## src/rtl/frs_pkg.sv

```systemverilog
package frs_pkg;

  // action the hold stage takes on an intermediate tick
  typedef enum logic [1:0] {
    HOLD_IDLE   = 2'd0,
    HOLD_LOAD   = 2'd1,
    HOLD_STARVE = 2'd2
  } hold_act_e;

  // bits needed to count 0..depth
  function automatic int unsigned frs_lvl_bits(input int unsigned depth);
    return $clog2(depth + 1);
  endfunction

  // at least one bit for a counter over n states
  function automatic int unsigned frs_cnt_bits(input int unsigned n);
    return (n > 1) ? $clog2(n) : 1;
  endfunction

endpackage

```

## src/rtl/frs_pair_fifo.sv

```systemverilog
module frs_pair_fifo #(
  parameter int unsigned WIDTH = 32,
  parameter int unsigned DEPTH = 4,
  parameter int unsigned LVL_W = 3
) (
  input  logic             clk,
  input  logic             rst_n,
  input  logic             wr_en,
  input  logic [WIDTH-1:0] wr_data,
  input  logic             rd_en,
  output logic [WIDTH-1:0] rd_data,
  output logic             full,
  output logic             empty,
  output logic [LVL_W-1:0] level
);
  localparam int unsigned PTR_W = frs_pkg::frs_cnt_bits(DEPTH);
  localparam bit          POW2  = (DEPTH == (1 << PTR_W));

  logic [WIDTH-1:0] mem [DEPTH];
  logic [PTR_W-1:0] wr_ptr, rd_ptr, wr_ptr_nx, rd_ptr_nx;
  logic             do_wr, do_rd;

  assign full  = (level == LVL_W'(DEPTH));
  assign empty = (level == '0);
  assign do_wr = wr_en && !full;
  assign do_rd = rd_en && !empty;

  // pointer wrap: free-running for power-of-two depths, compare otherwise
  generate
    if (POW2) begin : g_wrap_free
      assign wr_ptr_nx = wr_ptr + 1'b1;
      assign rd_ptr_nx = rd_ptr + 1'b1;
    end else begin : g_wrap_cmp
      assign wr_ptr_nx = (wr_ptr == PTR_W'(DEPTH - 1)) ? '0 : wr_ptr + 1'b1;
      assign rd_ptr_nx = (rd_ptr == PTR_W'(DEPTH - 1)) ? '0 : rd_ptr + 1'b1;
    end
  endgenerate

  always_ff @(posedge clk) begin
    if (do_wr) mem[wr_ptr] <= wr_data;
  end

  assign rd_data = mem[rd_ptr];

  always_ff @(posedge clk) begin
    if (!rst_n) begin
      wr_ptr <= '0;
      rd_ptr <= '0;
      level  <= '0;
    end else begin
      if (do_wr) wr_ptr <= wr_ptr_nx;
      if (do_rd) rd_ptr <= rd_ptr_nx;
      case ({do_wr, do_rd})
        2'b10:   level <= level + 1'b1;
        2'b01:   level <= level - 1'b1;
        default: level <= level;
      endcase
    end
  end

endmodule

```

## src/rtl/frs_period_meter.sv

```systemverilog
module frs_period_meter #(
  parameter int unsigned PW     = 12,
  parameter int unsigned MIN_P  = 48,
  parameter int unsigned INIT_P = 384
) (
  input  logic          clk,
  input  logic          rst_n,
  input  logic          strobe,
  output logic [PW-1:0] period
);
  localparam logic [PW-1:0] P_MAX = {PW{1'b1}};
  localparam logic [PW-1:0] P_MIN = PW'(MIN_P);
  localparam logic [PW-1:0] P_INI = PW'(INIT_P);

  logic [PW-1:0] gap, gap_inc, gap_clamped;
  logic          seen;

  // clocks since the last accepted pair, saturating
  assign gap_inc     = (gap == P_MAX) ? gap : gap + 1'b1;
  assign gap_clamped = (gap_inc < P_MIN) ? P_MIN : gap_inc;

  always_ff @(posedge clk) begin
    if (!rst_n) begin
      gap    <= '0;
      seen   <= 1'b0;
      period <= P_INI;
    end else if (strobe) begin
      gap  <= '0;
      seen <= 1'b1;
      if (seen) period <= gap_clamped;
    end else begin
      gap <= gap_inc;
    end
  end

endmodule

```

## src/rtl/frs_timebase.sv

```systemverilog
module frs_timebase #(
  parameter int unsigned OUT_PERIOD = 384,
  parameter int unsigned UPS_M      = 8
) (
  input  logic clk,
  input  logic rst_n,
  output logic tick,
  output logic dec_due
);
  localparam int unsigned TICK_LEN = OUT_PERIOD / UPS_M;
  localparam int unsigned TW       = frs_pkg::frs_cnt_bits(TICK_LEN);
  localparam int unsigned PHW      = frs_pkg::frs_cnt_bits(UPS_M);

  logic [TW-1:0]  tick_cnt;
  logic [PHW-1:0] phase;

  assign tick    = (tick_cnt == TW'(TICK_LEN - 1));
  assign dec_due = tick && (phase == PHW'(UPS_M - 1));

  always_ff @(posedge clk) begin
    if (!rst_n) begin
      tick_cnt <= '0;
      phase    <= '0;
    end else begin
      tick_cnt <= tick ? '0 : tick_cnt + 1'b1;
      if (tick) phase <= dec_due ? '0 : phase + 1'b1;
    end
  end

endmodule

```

## src/rtl/frs_hold_stage.sv

```systemverilog
module frs_hold_stage #(
  parameter int unsigned WIDTH = 32,
  parameter int unsigned PW    = 12,
  parameter int unsigned STEP  = 48
) (
  input  logic             clk,
  input  logic             rst_n,
  input  logic             tick,
  input  logic             dec_due,
  input  logic [PW-1:0]    period,
  input  logic             fifo_empty,
  input  logic [WIDTH-1:0] fifo_data,
  output logic             pop,
  output logic             out_valid,
  output logic [WIDTH-1:0] out_data,
  output logic             underflow
);
  import frs_pkg::*;

  localparam int unsigned AW = PW + 1;

  logic [AW-1:0]    acc, acc_sum, acc_rem, per_ext, acc_nx;
  logic [WIDTH-1:0] hold;
  hold_act_e        act;

  assign per_ext = {1'b0, period};
  assign acc_sum = acc + AW'(STEP);
  assign acc_rem = acc_sum - per_ext;
  // a backlog left by a sudden period drop is discarded, not replayed
  assign acc_nx  = (act == HOLD_IDLE) ? acc_sum :
                   (acc_rem >= per_ext) ? '0 : acc_rem;

  always_comb begin
    act = HOLD_IDLE;
    if (tick && (acc_sum >= per_ext))
      act = fifo_empty ? HOLD_STARVE : HOLD_LOAD;
  end

  assign pop = (act == HOLD_LOAD);

  always_ff @(posedge clk) begin
    if (!rst_n) begin
      acc       <= '0;
      hold      <= '0;
      underflow <= 1'b0;
      out_valid <= 1'b0;
      out_data  <= '0;
    end else begin
      if (tick) acc <= acc_nx;
      if (act == HOLD_LOAD)   hold      <= fifo_data;
      if (act == HOLD_STARVE) underflow <= 1'b1;
      out_valid <= dec_due;
      if (dec_due) out_data <= hold;
    end
  end

endmodule

```

## src/rtl/fixed_rate_resampler.sv

```systemverilog
module fixed_rate_resampler #(
  parameter int unsigned DATA_W     = 16,
  parameter int unsigned OUT_PERIOD = 384,
  parameter int unsigned UPS_M      = 8,
  parameter int unsigned FIFO_DEPTH = 4,
  parameter int unsigned PERIOD_W   = 12
) (
  input  logic              clk,
  input  logic              rst_n,
  input  logic              in_valid,
  output logic              in_ready,
  input  logic [DATA_W-1:0] in_left,
  input  logic [DATA_W-1:0] in_right,
  output logic              out_valid,
  output logic [DATA_W-1:0] out_left,
  output logic [DATA_W-1:0] out_right,
  output logic              overflow,
  output logic              underflow
);
  localparam int unsigned PAIR_W = 2 * DATA_W;
  localparam int unsigned STEP   = OUT_PERIOD / UPS_M;
  localparam int unsigned LVL_W  = frs_pkg::frs_lvl_bits(FIFO_DEPTH);

  logic              accept, fifo_full, fifo_empty, pop, tick, dec_due;
  logic [PAIR_W-1:0] in_pair, head_pair, out_pair;
  logic [LVL_W-1:0]  fifo_level;
  logic [PERIOD_W-1:0] period;

  // both channels travel as one word so they cannot drift apart
  assign in_pair  = {in_left, in_right};
  assign in_ready = !fifo_full;
  assign accept   = in_valid && in_ready;

  frs_pair_fifo #(
    .WIDTH (PAIR_W),
    .DEPTH (FIFO_DEPTH),
    .LVL_W (LVL_W)
  ) i_fifo (
    .clk     (clk),
    .rst_n   (rst_n),
    .wr_en   (accept),
    .wr_data (in_pair),
    .rd_en   (pop),
    .rd_data (head_pair),
    .full    (fifo_full),
    .empty   (fifo_empty),
    .level   (fifo_level)
  );

  frs_period_meter #(
    .PW     (PERIOD_W),
    .MIN_P  (STEP),
    .INIT_P (OUT_PERIOD)
  ) i_meter (
    .clk    (clk),
    .rst_n  (rst_n),
    .strobe (accept),
    .period (period)
  );

  frs_timebase #(
    .OUT_PERIOD (OUT_PERIOD),
    .UPS_M      (UPS_M)
  ) i_timebase (
    .clk     (clk),
    .rst_n   (rst_n),
    .tick    (tick),
    .dec_due (dec_due)
  );

  frs_hold_stage #(
    .WIDTH (PAIR_W),
    .PW    (PERIOD_W),
    .STEP  (STEP)
  ) i_hold (
    .clk        (clk),
    .rst_n      (rst_n),
    .tick       (tick),
    .dec_due    (dec_due),
    .period     (period),
    .fifo_empty (fifo_empty),
    .fifo_data  (head_pair),
    .pop        (pop),
    .out_valid  (out_valid),
    .out_data   (out_pair),
    .underflow  (underflow)
  );

  assign out_left  = out_pair[PAIR_W-1 -: DATA_W];
  assign out_right = out_pair[DATA_W-1:0];

  always_ff @(posedge clk) begin
    if (!rst_n)                   overflow <= 1'b0;
    else if (in_valid && !in_ready) overflow <= 1'b1;
  end

endmodule

```

## config.mk

```make
export PLATFORM = sky130hd
export DESIGN_NAME = fixed_rate_resampler
export DESIGN_NICKNAME = d
export VERILOG_FILES = /design/src/rtl/frs_pkg.sv /design/src/rtl/frs_pair_fifo.sv /design/src/rtl/frs_period_meter.sv /design/src/rtl/frs_timebase.sv /design/src/rtl/frs_hold_stage.sv /design/src/rtl/fixed_rate_resampler.sv
export SDC_FILE = /design/constraint.sdc
export NUM_CORES = 1
export LEC_CHECK = 0
export ABC_AREA = 1
export BUFFER_PORTS_ARGS = -buffer_cell sky130_fd_sc_hd__buf_2
export CELL_PAD_IN_SITES_DETAIL_PLACEMENT = 0
export CELL_PAD_IN_SITES_GLOBAL_PLACEMENT = 1
export CORE_MARGIN = 8
export CORE_UTILIZATION = 47
export DETAILED_ROUTE_END_ITERATION = 10
export PLACE_DENSITY_LB_ADDON = 0.1
export SYNTH_ARGS = -nofsm -noshare
export SYNTH_HDL_FRONTEND = slang
export SYNTH_SLANG_ARGS = --single-unit
```

## constraint.sdc

```tcl
create_clock -name clk -period 4.1 [get_ports clk]
set_input_delay 0.82 -clock clk [delete_from_list [all_inputs] [get_ports clk]]
set_output_delay 0.82 -clock clk [all_outputs]
set_load 0.005 [all_outputs]
```

Word-level counts from Yosys, hierarchy flattened
Memory sizes are Yosys's and may differ from the RTL's. A register that Yosys moved wholly into a read port is not among the register bits. Cells that the tools add are included. Widths: inputs -> output; s select.

$mul: 0. Eq/ne operators: 8. Muxes and demuxes: 10. Divide/modulo/power cells: 0. Bitwise gates (word level): 1. Reductions and logical operators: 15. Shift operators: 0. Order comparisons: 3. Add/sub/neg operators: 9.

Operators with widths (count): $ge 13x12->1 (2); $mux 13 (2); $mux 12 (2); $add 13x6->13 const B (1); $sub 13x12->13 (1); $add 12x1->12 const B (1); $eq 12x12->1 const B (1); $lt 12x6->1 const B (1); $add 3x1->3 const B (2); $add 6x1->6 const B (1); $eq 3x3->1 const B (2); $eq 6x6->1 const B (1); $logic_and 1x1->1 (6); $pmux 3 s2 (1); $add 2x1->2 const B (2); $eq 2x1->1 const B (2); $eq 2x2->1 const B (2); $mux 2 (2); $reduce_or 2->1 (2); $logic_not 1->1 (3); $logic_not 3->1 (1); $mux 3 (1); $sub 3x1->3 const B (1); $logic_not 2->1 (1); 4 further kinds (5).

RAM bits: 128. Output and inout port bits: 36. Register bits: 89. Bits in latches: 0. Bits of input ports: 35. Word-level logic and storage cells: 60. Memories: 1. Memory bits (read-only): 0.

Memories: i_fifo.mem (depth 4, bits a word 32, read ports 1, clocked after Yosys merged registers in 1, wr ports 1, line frs_pair_fifo.sv:19) `logic [WIDTH-1:0] mem [DEPTH];`.

Logic depth before layout (Yosys ltp)
Gate-level depths: netlist (run 1).

Depth after elaboration: 8. Gate-level depth with buffers: 27. Depth with buffers taken out: 27.

Modules after synthesis
Synthesis (run 1) repeated with hierarchy kept, for this count alone.

Cells, all modules: 1188. Area, all modules: 11300.8 µm².

Modules (own cells, without submodules): frs_pair_fifo (cells an instance 378, instances 1, area an instance 5265.0 µm², sequential area each 4023.9 µm²); frs_hold_stage (cells an instance 574, instances 1, area an instance 4271.6 µm², sequential area each 1581.5 µm²); frs_period_meter (cells an instance 171, instances 1, area an instance 1236.2 µm², sequential area each 500.5 µm²); frs_timebase (cells an instance 57, instances 1, area an instance 476.7 µm², sequential area each 180.2 µm²); fixed_rate_resampler (cells an instance 8, instances 1, area an instance 51.3 µm², sequential area each 20.0 µm²).

Worst setup path before layout (run 1)
No wires, ideal clock.

Path kind: register to register. From: register i_hold.acc[4]. To: register i_fifo.level[2]. Required time: 3978 ps. Slack: 720 ps. Buffers on the path: 1. Data arrival time: 3258 ps. Cell stages (with the launch flop): 24. Setup time: 122 ps. Period minus slack after synthesis: 3380 ps. Cells stage by stage: dfxtp_1 -> inv_1 -> ha_1 -> nor2_2 -> nand3_1 -> xor2_1 -> inv_1 -> ha_1 -> nand2_1 -> nor2_1 -> nand4_1 -> nand3_2 -> nand2_2 -> nand2_2 -> nand2_4 -> nor2_8 -> buf_6 -> ha_1 -> inv_1 -> fa_1 -> a21oi_1 -> o21ai_0 -> o21ai_0 -> a21oi_1.

Cells in the longest elaborated chain, start to end: 8. Elaborated cells between the ends (all ways): 10. Those cells by class: 1 x add/sub; 1 x order compare; 3 x eq/ne; 2 x mux; 3 x reduce/logical.

Ends and longest elaborated chain: from (decl) (line frs_hold_stage.sv:22) `logic [AW-1:0] acc, acc_sum, acc_rem, per_ext, acc_nx;`; from (signal assigned) (line frs_hold_stage.sv:49) `if (tick) acc <= acc_nx;`; $add 13x6->13 (*) (line frs_hold_stage.sv:27) `assign acc_sum = acc + AW'(STEP);`; $ge 13x12->1 (*) (line frs_hold_stage.sv:35) `if (tick && (acc_sum >= per_ext))`; $logic_and 1x1->1 (*) (line frs_hold_stage.sv:35); $mux 2 (*) (line frs_hold_stage.sv:35); $eq 2x1->1 (*) (line frs_hold_stage.sv:39) `assign pop = (act == HOLD_LOAD);`; $logic_and 1x1->1 (*) (line frs_pair_fifo.sv:26) `assign do_rd = rd_en && !empty;`; via i_fifo.do_rd (line frs_pair_fifo.sv:21) `logic do_wr, do_rd;`; $eq 2x1->1 or $eq 2x2->1 (tied branches) (line frs_pair_fifo.sv:53) `case ({do_wr, do_rd})`; $pmux 3 s2 or $reduce_bool 2->1 (tied branches); to (signal assigned) (line frs_pair_fifo.sv:54) `2'b10: level <= level + 1'b1;`; to (signal assigned) (line frs_pair_fifo.sv:55) `2'b01: level <= level - 1'b1;`; to (signal assigned) (line frs_pair_fifo.sv:56) `default: level <= level;`; to (decl) (line frs_pair_fifo.sv:14) `output logic [LVL_W-1:0] level`.

Mark *: on every way through the listed nets, which the timed path passes. The rest lies on a longest branch. A chain may end at the register's enable or synchronous reset.

Worst setup path in the final report (run 1)
From: register i_hold.acc[4]. To: register i_fifo.level[2].

Cells in the longest elaborated chain, start to end: 8. Elaborated cells between the ends (all ways): 10. Those cells by class: 1 x add/sub; 1 x order compare; 3 x eq/ne; 2 x mux; 3 x reduce/logical.

Ends and longest elaborated chain (line): $add 13x6->13 (*) (frs_hold_stage.sv:27); $ge 13x12->1 (*) (frs_hold_stage.sv:35); $logic_and 1x1->1 (*) (frs_hold_stage.sv:35); $mux 2 (*) (frs_hold_stage.sv:35); $eq 2x1->1 (*) (frs_hold_stage.sv:39); $logic_and 1x1->1 (*) (frs_pair_fifo.sv:26); $eq 2x1->1 or $eq 2x2->1 (tied branches) (frs_pair_fifo.sv:53); $pmux 3 s2 or $reduce_bool 2->1 (tied branches).

Mark *: on every way between the ends. The rest lies on a longest branch, timed or not.

==> results of run 1 <==
[flip-flops by register name, indices dropped and copies added, names as in the netlist]
register	cells
i_hold.out_data	32
overflow	1
i_hold.hold	32
i_timebase.tick_cnt	6
i_fifo.rd_ptr	2
i_timebase.phase	3
i_fifo.mem	128
i_meter.period	12
i_meter.seen	1
i_meter.gap	12
i_hold.underflow	1
i_fifo.level	3
i_hold.out_valid	1
i_fifo.wr_ptr	2
i_hold.acc	13
[routing by layer]
metal  up-vias  part of all wire, %  global-route usage [%]
li1       3967                    -                       -
met2       134                   48                    30.0
met3        37                  3.5                    2.48
met4         0                  2.1                    4.62
met5         -                    0                       0
met1      3581                   47                    22.6
[cells by family (layout without fill, tap and decap cells)]
logic type,count (synthesis),in the layout
and+or+nand+nor,434,434
DFF,249,249
xor gates and xnor gates,21,21
buffers and inverters,149,231
adders and majority gates,36,36
AOI/OAI and AO/OA,243,243
[synth_stat cells (5+ instances only)]
cell	number
o21ai_0	115
nor3_1	5
edfxtp_1	128
ha_1	34
nand2_1	156
nand3_1	68
xnor2_1	7
xor2_1	14
nand4_1	11
dfxtp_1	121
o21ai_1	7
buf_6	7
o22ai_1	32
a21oi_1	75
nor2_1	180
inv_1	95
clkbuf_1	37
[final cells by class]
class | count | area share [%]
clock buffers | 38 | 6.18
clock inverters | 10 | 0.952
inverters | 98 | 3.06
multi-input cells | 734 | 31.2
flip-flops and latches | 249 | 51.8
well taps | 285 | 2.95
repair buffers | 85 | 3.83
[report_power, final]
part | internal (mW) | switching [mW] | leakage (nW)
combinational | 0.0742 | 0.167 | 2.27
clock | 1.39 | 0.945 | 0.421
sequential | 2.69 | 0.0189 | 2.15
total | 4.16 | 1.13 | 4.85
[worst min-delay path, stage by stage (launching register included)]
cell and delay, ns:
dfxtp_1 0.30, inv_1 0.04, a21oi_1 0.05
[stage by stage]
stage               area (um2)  setup WS (ns)  std cells  utilization [%]
floorplan                10600          0.720       1132                -
global placement         11200          0.482       1451             50.1
detailed placement       11200          0.479       1451             50.1
CTS                      12100          0.450       1499             53.9
global route             12100         0.0168       1499             53.9
finish                   12100          0.423       1499             53.9
[placed cells by master, fill, tap and decap left out, drive strengths merged, types with 6 or more instances in the layout]
cell and count:
nor2 185, a21oi 76, ha 34, clkbuf 38, o22ai 32, edfxtp 128
nand4 11, xnor2 7, o21ai 123, nand3 70, dfxtp 121, nor3 6
clkinv 6, xor2 14, buf 85, nand2 159, inv 99
[path summary, 6_finish.rpt]
| check | start | end | slack, ns | cells after the start |
|---|---|---|---|---|
| setup / recovery | i_hold.acc[4] | i_fifo.level[2] | 0.42 | 22 |
| hold / removal | i_hold.underflow | i_hold.underflow | 0.44 | 2 |
| setup reg to reg | i_hold.acc[4] | i_fifo.level[2] | 0.42 | 22 |
| hold reg to reg | i_hold.underflow | i_hold.underflow | 0.44 | 2 |
==> summary.md, run 1 <==
| Metric | Value |
|---|---|
| CTS buffer count | 27 |
| Drt initial violations | 569 |
| Yosys cell types | 42 |
| Slowest cell on crit path | ha_1 |
| Worst-margin pin slew | 1.16 ns |
| RD Place Congestion | 0.971 |
| Netlist Area Pre-Place | 0.0106 mm2 |
| Die Ht | 167 um |
| GRT Residual Overflow | 0 |
| Root Driver | clkbuf_16 |
| CTS Buffer Depth | 3 |
| Worst path top cell family by delay | simple AND/OR/NAND/NOR gates |
| Seq. cell area | 0.00627 mm2 |
| Final min period | 3.68 ns |
| Clk_skew | 0.0210 ns |
| Synth Instances | 1132 |
| Input/output buffers | 70 |
| Crit path DAT | 4.09 ns |
| Drt drc | 0 |
| Multiplexer share of the synthesized area | 0% |
| Total track usage | 17.4% |
| FFs w/ async S/R, synth | 0% |
| Crit path launch type | flop |
| Post-CTS sizing | 0 |
| Row Count | 55 |
| Total design power | 5.29 mW |
| RSZ-0062 raised after global routing | no |
| Max-capacitance violation count | 0 |
| Worst Hold Slack | 0.445 ns |
| Compound-gate portion of the synthesized area | 12.2% |
| Die area | 0.0277 mm2 |
| PwrDens | 438 mW/mm2 |
| Reg clk slew, reported paths | 0.05 ns |
| WP buf/inv | 3 |
| First-pass GRT wire length | 39.8 mm |
| Sink Count | 249 |
| Ys flop type | edfxtp_1 |
| DR WL/cell | 16.1 um |
| N_diodes | 0 |
| CTS tree | built |
| Sequential fraction of the synthesis area | 58.8% |
| Initial antenna violation count | 0 |
| Type of the worst setup path | reg2reg |
| 1st-pass router iterations | 5 |
| Drt via density | 5.15 |
| Post-CTS setup buffers | 0 |
| Number of synthesis warnings | 0 |
| # fillers | 2118 |
| Vias | 7719 |
| Required @ worst endpoint | 4.51 ns |
| Slew Limit Fails | 0 |
| Seq cells post-synth | 249 |
| Multi-input gate area | 0.00377 mm2 |
| CP peak stage delay | 0.41 ns |
| VDD IR max | 0.416 mV |
| Endpoints failing setup | 0 |
| Core area | 0.0224 mm2 |
| Routed wire length | 24.2 mm |
| Area growth syn-to-layout | 13.6% |
| Hold buffer count at cts | 0 |
| Ratio of final minimum period to clock period | 89.7% |
| Largest net degree at the start of global routing | 66 |
| Syn_nets | 1203 |
| Yosys top cell by area | edfxtp_1 |
| Critical path cell sequence | inv_1 > ha_1 > nor2_2 > nand3_1 > xor2_1 > inv_1 > ha_1 > nand4_1 > nor2_1 > nand4_1 > nand2_1 > nor2_2 > nand2_2 > nand2_4 > nor2_8 > ha_1 > inv_1 > fa_1 > a21oi_1 > o21ai_0 > o21ai_0 > a21oi_1 |
| Leak | 4.85 nW |
| Hold Vio Cnt, Final | 0 |
| Number of synthesized flops with an enable pin | 128 |
| Starting Density | 47.5% |
| Max transition margin | 22.4% |
| Largest family of logic cells by synthesized area | simple AND/OR/NAND/NOR gates |
| Worst min path class | reg2reg |
| Achievable frequency | 272 MHz |
| Vias in the first global route | 7502 |
| Final setup TNS | 0 ns |
| Main area contributors after synthesis | edfxtp_1, dfxtp_1, nor2_1 |
| Synth Area in Simple Gates | 17.1% |
| Mean area per synthesized cell | 9.41 um2 |
| Post-route ant nets | 0 |
| H-tree levels | 1 |
| Critical Path Sink Type | flop |
| Die Span X | 167 um |
| Xor/xnor cell area share of the yosys netlist | 1.73% |
| Worst-Skew Late Latency | 0.54 ns |
| Io pins | 71 |
| Post-DP HPWL | 15.7 mm |
| Post-synthesis adder-cell area fraction | 4.37% |
| Fraction of layout cells with a size suffix above 1 | 11.9% |
| Yosys top cell area share | 36.1% |
| Net count, final | 1266 |
| Worst-path fanout max | 7 |
| Status | finished clean |
Note: power is estimated with default switching activity, not from simulation.
==> run 2: changes to the inputs <==
--- a/config.mk
+++ b/config.mk
@@ -7,12 +7,13 @@
 export LEC_CHECK = 0
 export ABC_AREA = 1
 export BUFFER_PORTS_ARGS = -buffer_cell sky130_fd_sc_hd__buf_2
-export CELL_PAD_IN_SITES_DETAIL_PLACEMENT = 0
-export CELL_PAD_IN_SITES_GLOBAL_PLACEMENT = 1
+export CELL_PAD_IN_SITES_DETAIL_PLACEMENT = 2
+export CELL_PAD_IN_SITES_GLOBAL_PLACEMENT = 2
 export CORE_MARGIN = 8
-export CORE_UTILIZATION = 47
+export CORE_UTILIZATION = 38
 export DETAILED_ROUTE_END_ITERATION = 10
 export PLACE_DENSITY_LB_ADDON = 0.1
+export RECOVER_POWER = 100
 export SYNTH_ARGS = -nofsm -noshare
 export SYNTH_HDL_FRONTEND = slang
 export SYNTH_SLANG_ARGS = --single-unit
==> run 2 against run 1 <==
  * Routed wire length is 29% higher
  * Utilization decreased by 9.5 points
  * Largest cell class unchanged
  * Via count rose by 6.0%
  * First-iteration DRC count down 39%
  * Sequential power about the same
  * The flow now finishes with violations (max-capacitance violations, max-slew violations)
==> summary.md, run 2 (synthesized netlist as in run 1, its figures left out) <==
| Metric | Value |
|---|---|
| First-pass GRT wire length | 49.7 mm |
| Sink Count | 249 |
| GRT Residual Overflow | 0 |
| Failing checks | max-capacitance violations, max-slew violations |
| Fin worst setup slack | 0.303 ns |
| DR WL/cell | 19.5 um |
| Die Span X | 183 um |
| H-tree levels | 1 |
| Worst Hold Slack | 0.456 ns |
| CTS tree | built |
| Input/output buffers | 70 |
| Achievable frequency | 263 MHz |
| Hold buffer count at cts | 0 |
| Total track usage | 18.5% |
| Root Driver | clkbuf_16 |
| Drt initial violations | 347 |
| Hold Vio Cnt, Final | 0 |
| Reg clk slew, reported paths | 0.06 ns |
| Worst-Skew Late Latency | 0.58 ns |
| Place WS | 0.226 ns |
| Required @ worst endpoint | 4.52 ns |
| Status | complete, but fails checks |
| Vias | 8179 |
| Starting Density | 38.4% |
| Max-capacitance violation count | 5 |
| Largest net degree at the start of global routing | 66 |
| Net count, final | 1268 |
| Post-DP HPWL | 20.6 mm |
| Drt drc | 0 |
| Final setup TNS | 0 ns |
| Row Count | 61 |
| Routed wire length | 31.1 mm |
| Most frequent cells in the layout | nor2_1, nand2_1, edfxtp_1 |
| Core area | 0.0277 mm2 |
| Area growth syn-to-layout | 15.6% |
| Die Ht | 183 um |
| # fillers | 3011 |
| Clk_skew | 0.0447 ns |
| Largest regs | i_fifo.mem: 128 flops, i_hold.hold: 32 flops, i_hold.out_data: 32 flops |
| Largest Register | i_fifo.mem |
| Fraction of layout cells with a size suffix above 1 | 7.47% |
| Die area | 0.0336 mm2 |
| Critical Path Sink Type | flop |
| Worst min path class | reg2reg |
| Worst-margin pin slew | 2.21 ns |
| Drt via density | 5.12 |
| Largest register FFs | 128 |
| Endpoints failing setup | 0 |
| Crit path launch type | flop |
| Post-route ant nets | 0 |
| PwrDens | 467 mW/mm2 |
| Initial antenna violation count | 0 |
| Most common cell after layout, fill and taps aside | nor2_1 |
| Slew Limit Fails | 178 |
| CTS Buffer Depth | 3 |
| Io pins | 71 |
| VDD IR max | 0.363 mV |
| Max transition margin | -47.1% |
| N_diodes | 0 |
| RD Place Congestion | 0.846 |
| Type of the worst setup path | reg2reg |
| Total design power | 5.75 mW |
| 1st-pass router iterations | 5 |
| Crit path DAT | 4.21 ns |
| Ratio of final minimum period to clock period | 92.6% |
| Worst-path fanout max | 34 |
| Final min period | 3.80 ns |
| Vias in the first global route | 9002 |
| CTS buffer count | 28 |
| Leak | 4.72 nW |
[run 2: cell count changes in the layout (fill, tap and decap cells not counted), moves of 2 or more]
cell,before,now
bufinv_16,2,7
clkinv_1,2,4
o21ai_0,115,113
clkinv_2,4,6
buf_2,70,14
clkbuf_1,8,65
buf_4,15,10
o21ai_1,7,9
[run 2: layout make-up]
class,instances,area [um2],area share (%)
Clock buffer,33,739,6.01
Clock inverter,19,294,2.39
Inverter,98,368,2.99
Multi-Input combinational cell,734,3790,30.8
Sequential cell,249,6270,50.9
Tap cell,378,473,3.84
Timing Repair Buffer,86,378,3.07
[run 2: layer usage]
| metal | vias to the layer above | global-route usage [%] | share of wire (%) |
|---|---|---|---|
| met5 | - | 0 | 0 |
| met4 | 0 | 5.56 | 3.0 |
| li1 | 3976 | - | - |
| met1 | 4030 | 22.2 | 43 |
| met3 | 61 | 2.49 | 2.8 |
| met2 | 112 | 33.7 | 51 |
[run 2: worst paths after layout]
| check | start | slack [ns] | cells past startpoint | to |
|---|---|---|---|---|
| max | i_hold.acc[4] | 0.30 | 19 | i_hold.hold[1] |
| min | i_hold.underflow | 0.46 | 2 | i_hold.underflow |
| max reg2reg | i_hold.acc[4] | 0.30 | 19 | i_hold.hold[1] |
| min reg2reg | i_hold.underflow | 0.46 | 2 | i_hold.underflow |
[run 2: what timing repair did]
item,CTS,global route
gates resized for setup,0,9
buffers inserted,0,1
setup endpoints to repair,0,13
[run 2: where the power goes]
part,switching (mW),internal [mW]
sequential,0.0232,2.70
combinational,0.186,0.0698
clock,1.05,1.73
[run 2: critical path, cell delays in order (launching register included)]
cell and delay (ns):
dfxtp_1 0.31, inv_1 0.10, ha_1 0.27, nor2_4 0.16, nand3_1 0.10, xor2_1 0.20
inv_1 0.10, ha_4 0.31, nand4_1 0.16, nor2_2 0.20, nand4_1 0.10, nand2_1 0.08
nor2_2 0.05, nand2_2 0.10, nand2_4 0.12, nor2_8 0.11, buf_4 0.33, inv_2 0.36
nor2_1 0.38, nor2_1 0.09
[run 2: stage by stage]
step	util [%]	area, um2	instances
floorplan	-	10600	1132
global placement	41.0	11300	1544
detailed placement	41.0	11300	1544
CTS	44.7	12400	1596
global route	44.4	12300	1597
finish	44.4	12300	1597
==> run 3: changes to the inputs <==
--- a/config.mk
+++ b/config.mk
@@ -13,7 +13,6 @@
 export CORE_UTILIZATION = 38
 export DETAILED_ROUTE_END_ITERATION = 10
 export PLACE_DENSITY_LB_ADDON = 0.1
-export RECOVER_POWER = 100
 export SYNTH_ARGS = -nofsm -noshare
 export SYNTH_HDL_FRONTEND = slang
 export SYNTH_SLANG_ARGS = --single-unit
==> run 3 against run 2 <==
  * Register-to-register slack better by 0.08 ns
  * Via count about the same
  * The flow now finishes without violations
  * Critical path depth grew 3
  * Clock-buffer cell count unchanged
  * Die area unchanged
==> summary.md, run 3 (synthesized netlist as in run 1, its figures left out) <==
| Metric | Value |
|---|---|
| Top Layer Used | met4 |
| CTS Buffer Depth | 3 |
| Area growth syn-to-layout | 16.6% |
| RD Place Congestion | 0.846 |
| Die Span X | 183 um |
| Drt drc | 0 |
| Post-route ant nets | 0 |
| Reg clk slew, reported paths | 0.06 ns |
| Slew Limit Fails | 0 |
| CTS tree | built |
| Endpoints failing setup | 0 |
| Worst Reg-to-Reg Cells | 22 |
| Post-DP HPWL | 20.6 mm |
| Worst path top cell family by delay | simple AND/OR/NAND/NOR gates |
| Met3 Wirelength | 797 um |
| Status | finished clean |
| Total track usage | 18.5% |
| Achievable frequency | 269 MHz |
| Crit path launch type | flop |
| First-pass GRT wire length | 49.7 mm |
| VDD IR max | 0.363 mV |
| Sink Count | 249 |
| Io pins | 71 |
| Hold_sp | i_hold.underflow |
| GRT Residual Overflow | 0 |
| Max-capacitance violation count | 0 |
| Leak | 4.94 nW |
| Most frequent cells in the layout | nor2_1, nand2_1, edfxtp_1 |
| Wire length on met2 | 15.9 mm |
| Initial antenna violation count | 0 |
| Ratio of final minimum period to clock period | 90.7% |
| N_diodes | 0 |
| Hold Vio Cnt, Final | 0 |
| Endpoint, Worst Hold | i_hold.underflow |
| Place WS | 0.226 ns |
| Total design power | 5.75 mW |
| Worst-Skew Late Latency | 0.58 ns |
| Most common cell after layout, fill and taps aside | nor2_1 |
| Die Ht | 183 um |
| Most used cell, CP | inv_1 |
| Fraction of layout cells with a size suffix above 1 | 12.9% |
| Vias | 8183 |
| Fin worst setup slack | 0.380 ns |
| Worst r2r src | i_hold.acc[4] |
| Drt initial violations | 360 |
| Slowest cell on crit path | fa_1 |
| Input/output buffers | 70 |
| Worst min path class | reg2reg |
| Met1 WL | 13.6 mm |
| Max transition margin | 43.9% |
| Post-layout util | 44.8% |
| 1st-pass router iterations | 4 |
| DR WL/cell | 19.5 um |
| Reg-to-Reg End | i_fifo.level[2] |
| Net count, final | 1268 |
| Largest Register | i_fifo.mem |
| Critical Path Sink Type | flop |
| H-tree levels | 1 |
| Starting Density | 38.4% |
| Drt via density | 5.12 |
| Required @ worst endpoint | 4.52 ns |
| Crit path DAT | 4.14 ns |
| Final min period | 3.72 ns |
| Largest regs | i_fifo.mem: 128 flops, i_hold.hold: 32 flops, i_hold.out_data: 32 flops |
| Vias in the first global route | 9002 |
| Core area | 0.0277 mm2 |
| PwrDens | 463 mW/mm2 |
| Routed wire length | 31.1 mm |
| Type of the worst setup path | reg2reg |
| CP peak stage delay | 0.38 ns |
| Die area | 0.0336 mm2 |
| Critical path cell sequence | inv_1 > ha_1 > nor2_4 > nand3_1 > xor2_1 > inv_1 > ha_4 > nand4_1 > nor2_2 > nand4_1 > nand2_1 > nor2_2 > nand2_2 > nand2_4 > nor2_8 > ha_1 > inv_1 > fa_1 > a21oi_1 > o21ai_0 > o21ai_1 > a21oi_1 |
| Worst-path fanout max | 7 |
| Reg2reg setup slack | 0.38 ns |
| Largest register FFs | 128 |
| Row Count | 61 |
| CTS buffer count | 28 |
| WP buf/inv | 3 |
| Clk_skew | 0.0449 ns |
| Worst-margin pin slew | 0.839 ns |
| Root Driver | clkbuf_16 |
| Largest net degree at the start of global routing | 66 |
| Hold-critical path depth | 2 |
==> run 3: cell count changes in the layout (fill, tap and decap cells not counted), sizes merged <==
cell	before	now
buf	24	86
clkbuf	95	33
==> run 3: timing repair <==
action | 4_1_cts | 5_1_grt
endpoints found under the setup margin | 0 | 13
buffers inserted | 0 | 1
hold buffers | 0 | 0
gates resized for setup | 0 | 9
==> run 3: cell type report <==
class                   instances  area [um2]
clock inverters                19         294
repair buffers                 86         470
clock buffers                  33         739
well taps                     378         473
fillers                      2972       15300
flip-flops and latches        249        6270
inverters                      98         370
multi-input cells             734        3800
==> run 3: how the worst max path moves through the flow <==
stage,start,to,slack [ns],depth (start not counted)
floorplan,i_hold.acc[4],i_fifo.level[2],0.72,23
global placement,i_hold.acc[4],i_hold.hold[1],0.39,19
detailed placement,i_hold.acc[4],i_hold.acc[3],0.23,24
CTS,i_hold.acc[4],i_hold.acc[2],0.13,24
global route,i_hold.acc[6],i_fifo.level[2],-0.0008,21
finish,i_hold.acc[4],i_fifo.level[2],0.38,22
==> run 3: worst register-to-register path: cells and delay by family (launching register included) <==
family | cells | cell delay (ns)
xor gates and xnor gates | 1 | 0.20
adders and majority gates | 4 | 1.11
and+or+nand+nor | 10 | 1.19
buffers and inverters | 3 | 0.27
DFF | 1 | 0.31
AOI/OAI and AO/OA | 4 | 0.50
==> run 3: metrics by stage <==
step                      hold WS [ns]  instance area, um2  instances   TNS (ns)
after floorplan                  0.426               10600       1132          0
after global placement           0.438               11300       1544          0
after detailed placement         0.450               11300       1544          0
after CTS                        0.426               12400       1596          0
after global routing             0.436               12400       1597  -0.000780
final                            0.452               12400       1597          0
==> run 3: where the power goes <==
group	switching, mW	leakage, nW	total, mW	internal [mW]
combinational	0.186	2.28	0.263	0.0769
sequential	0.0232	2.15	2.72	2.69
clock	1.04	0.507	2.77	1.73
total	1.25	4.94	5.75	4.50
==> run 3: per-layer routing <==
layer	vias up	GRT usage [%]
met4	0	5.56
met1	4033	22.2
met3	60	2.49
met5	-	0
met2	113	33.7
li1	3977	-
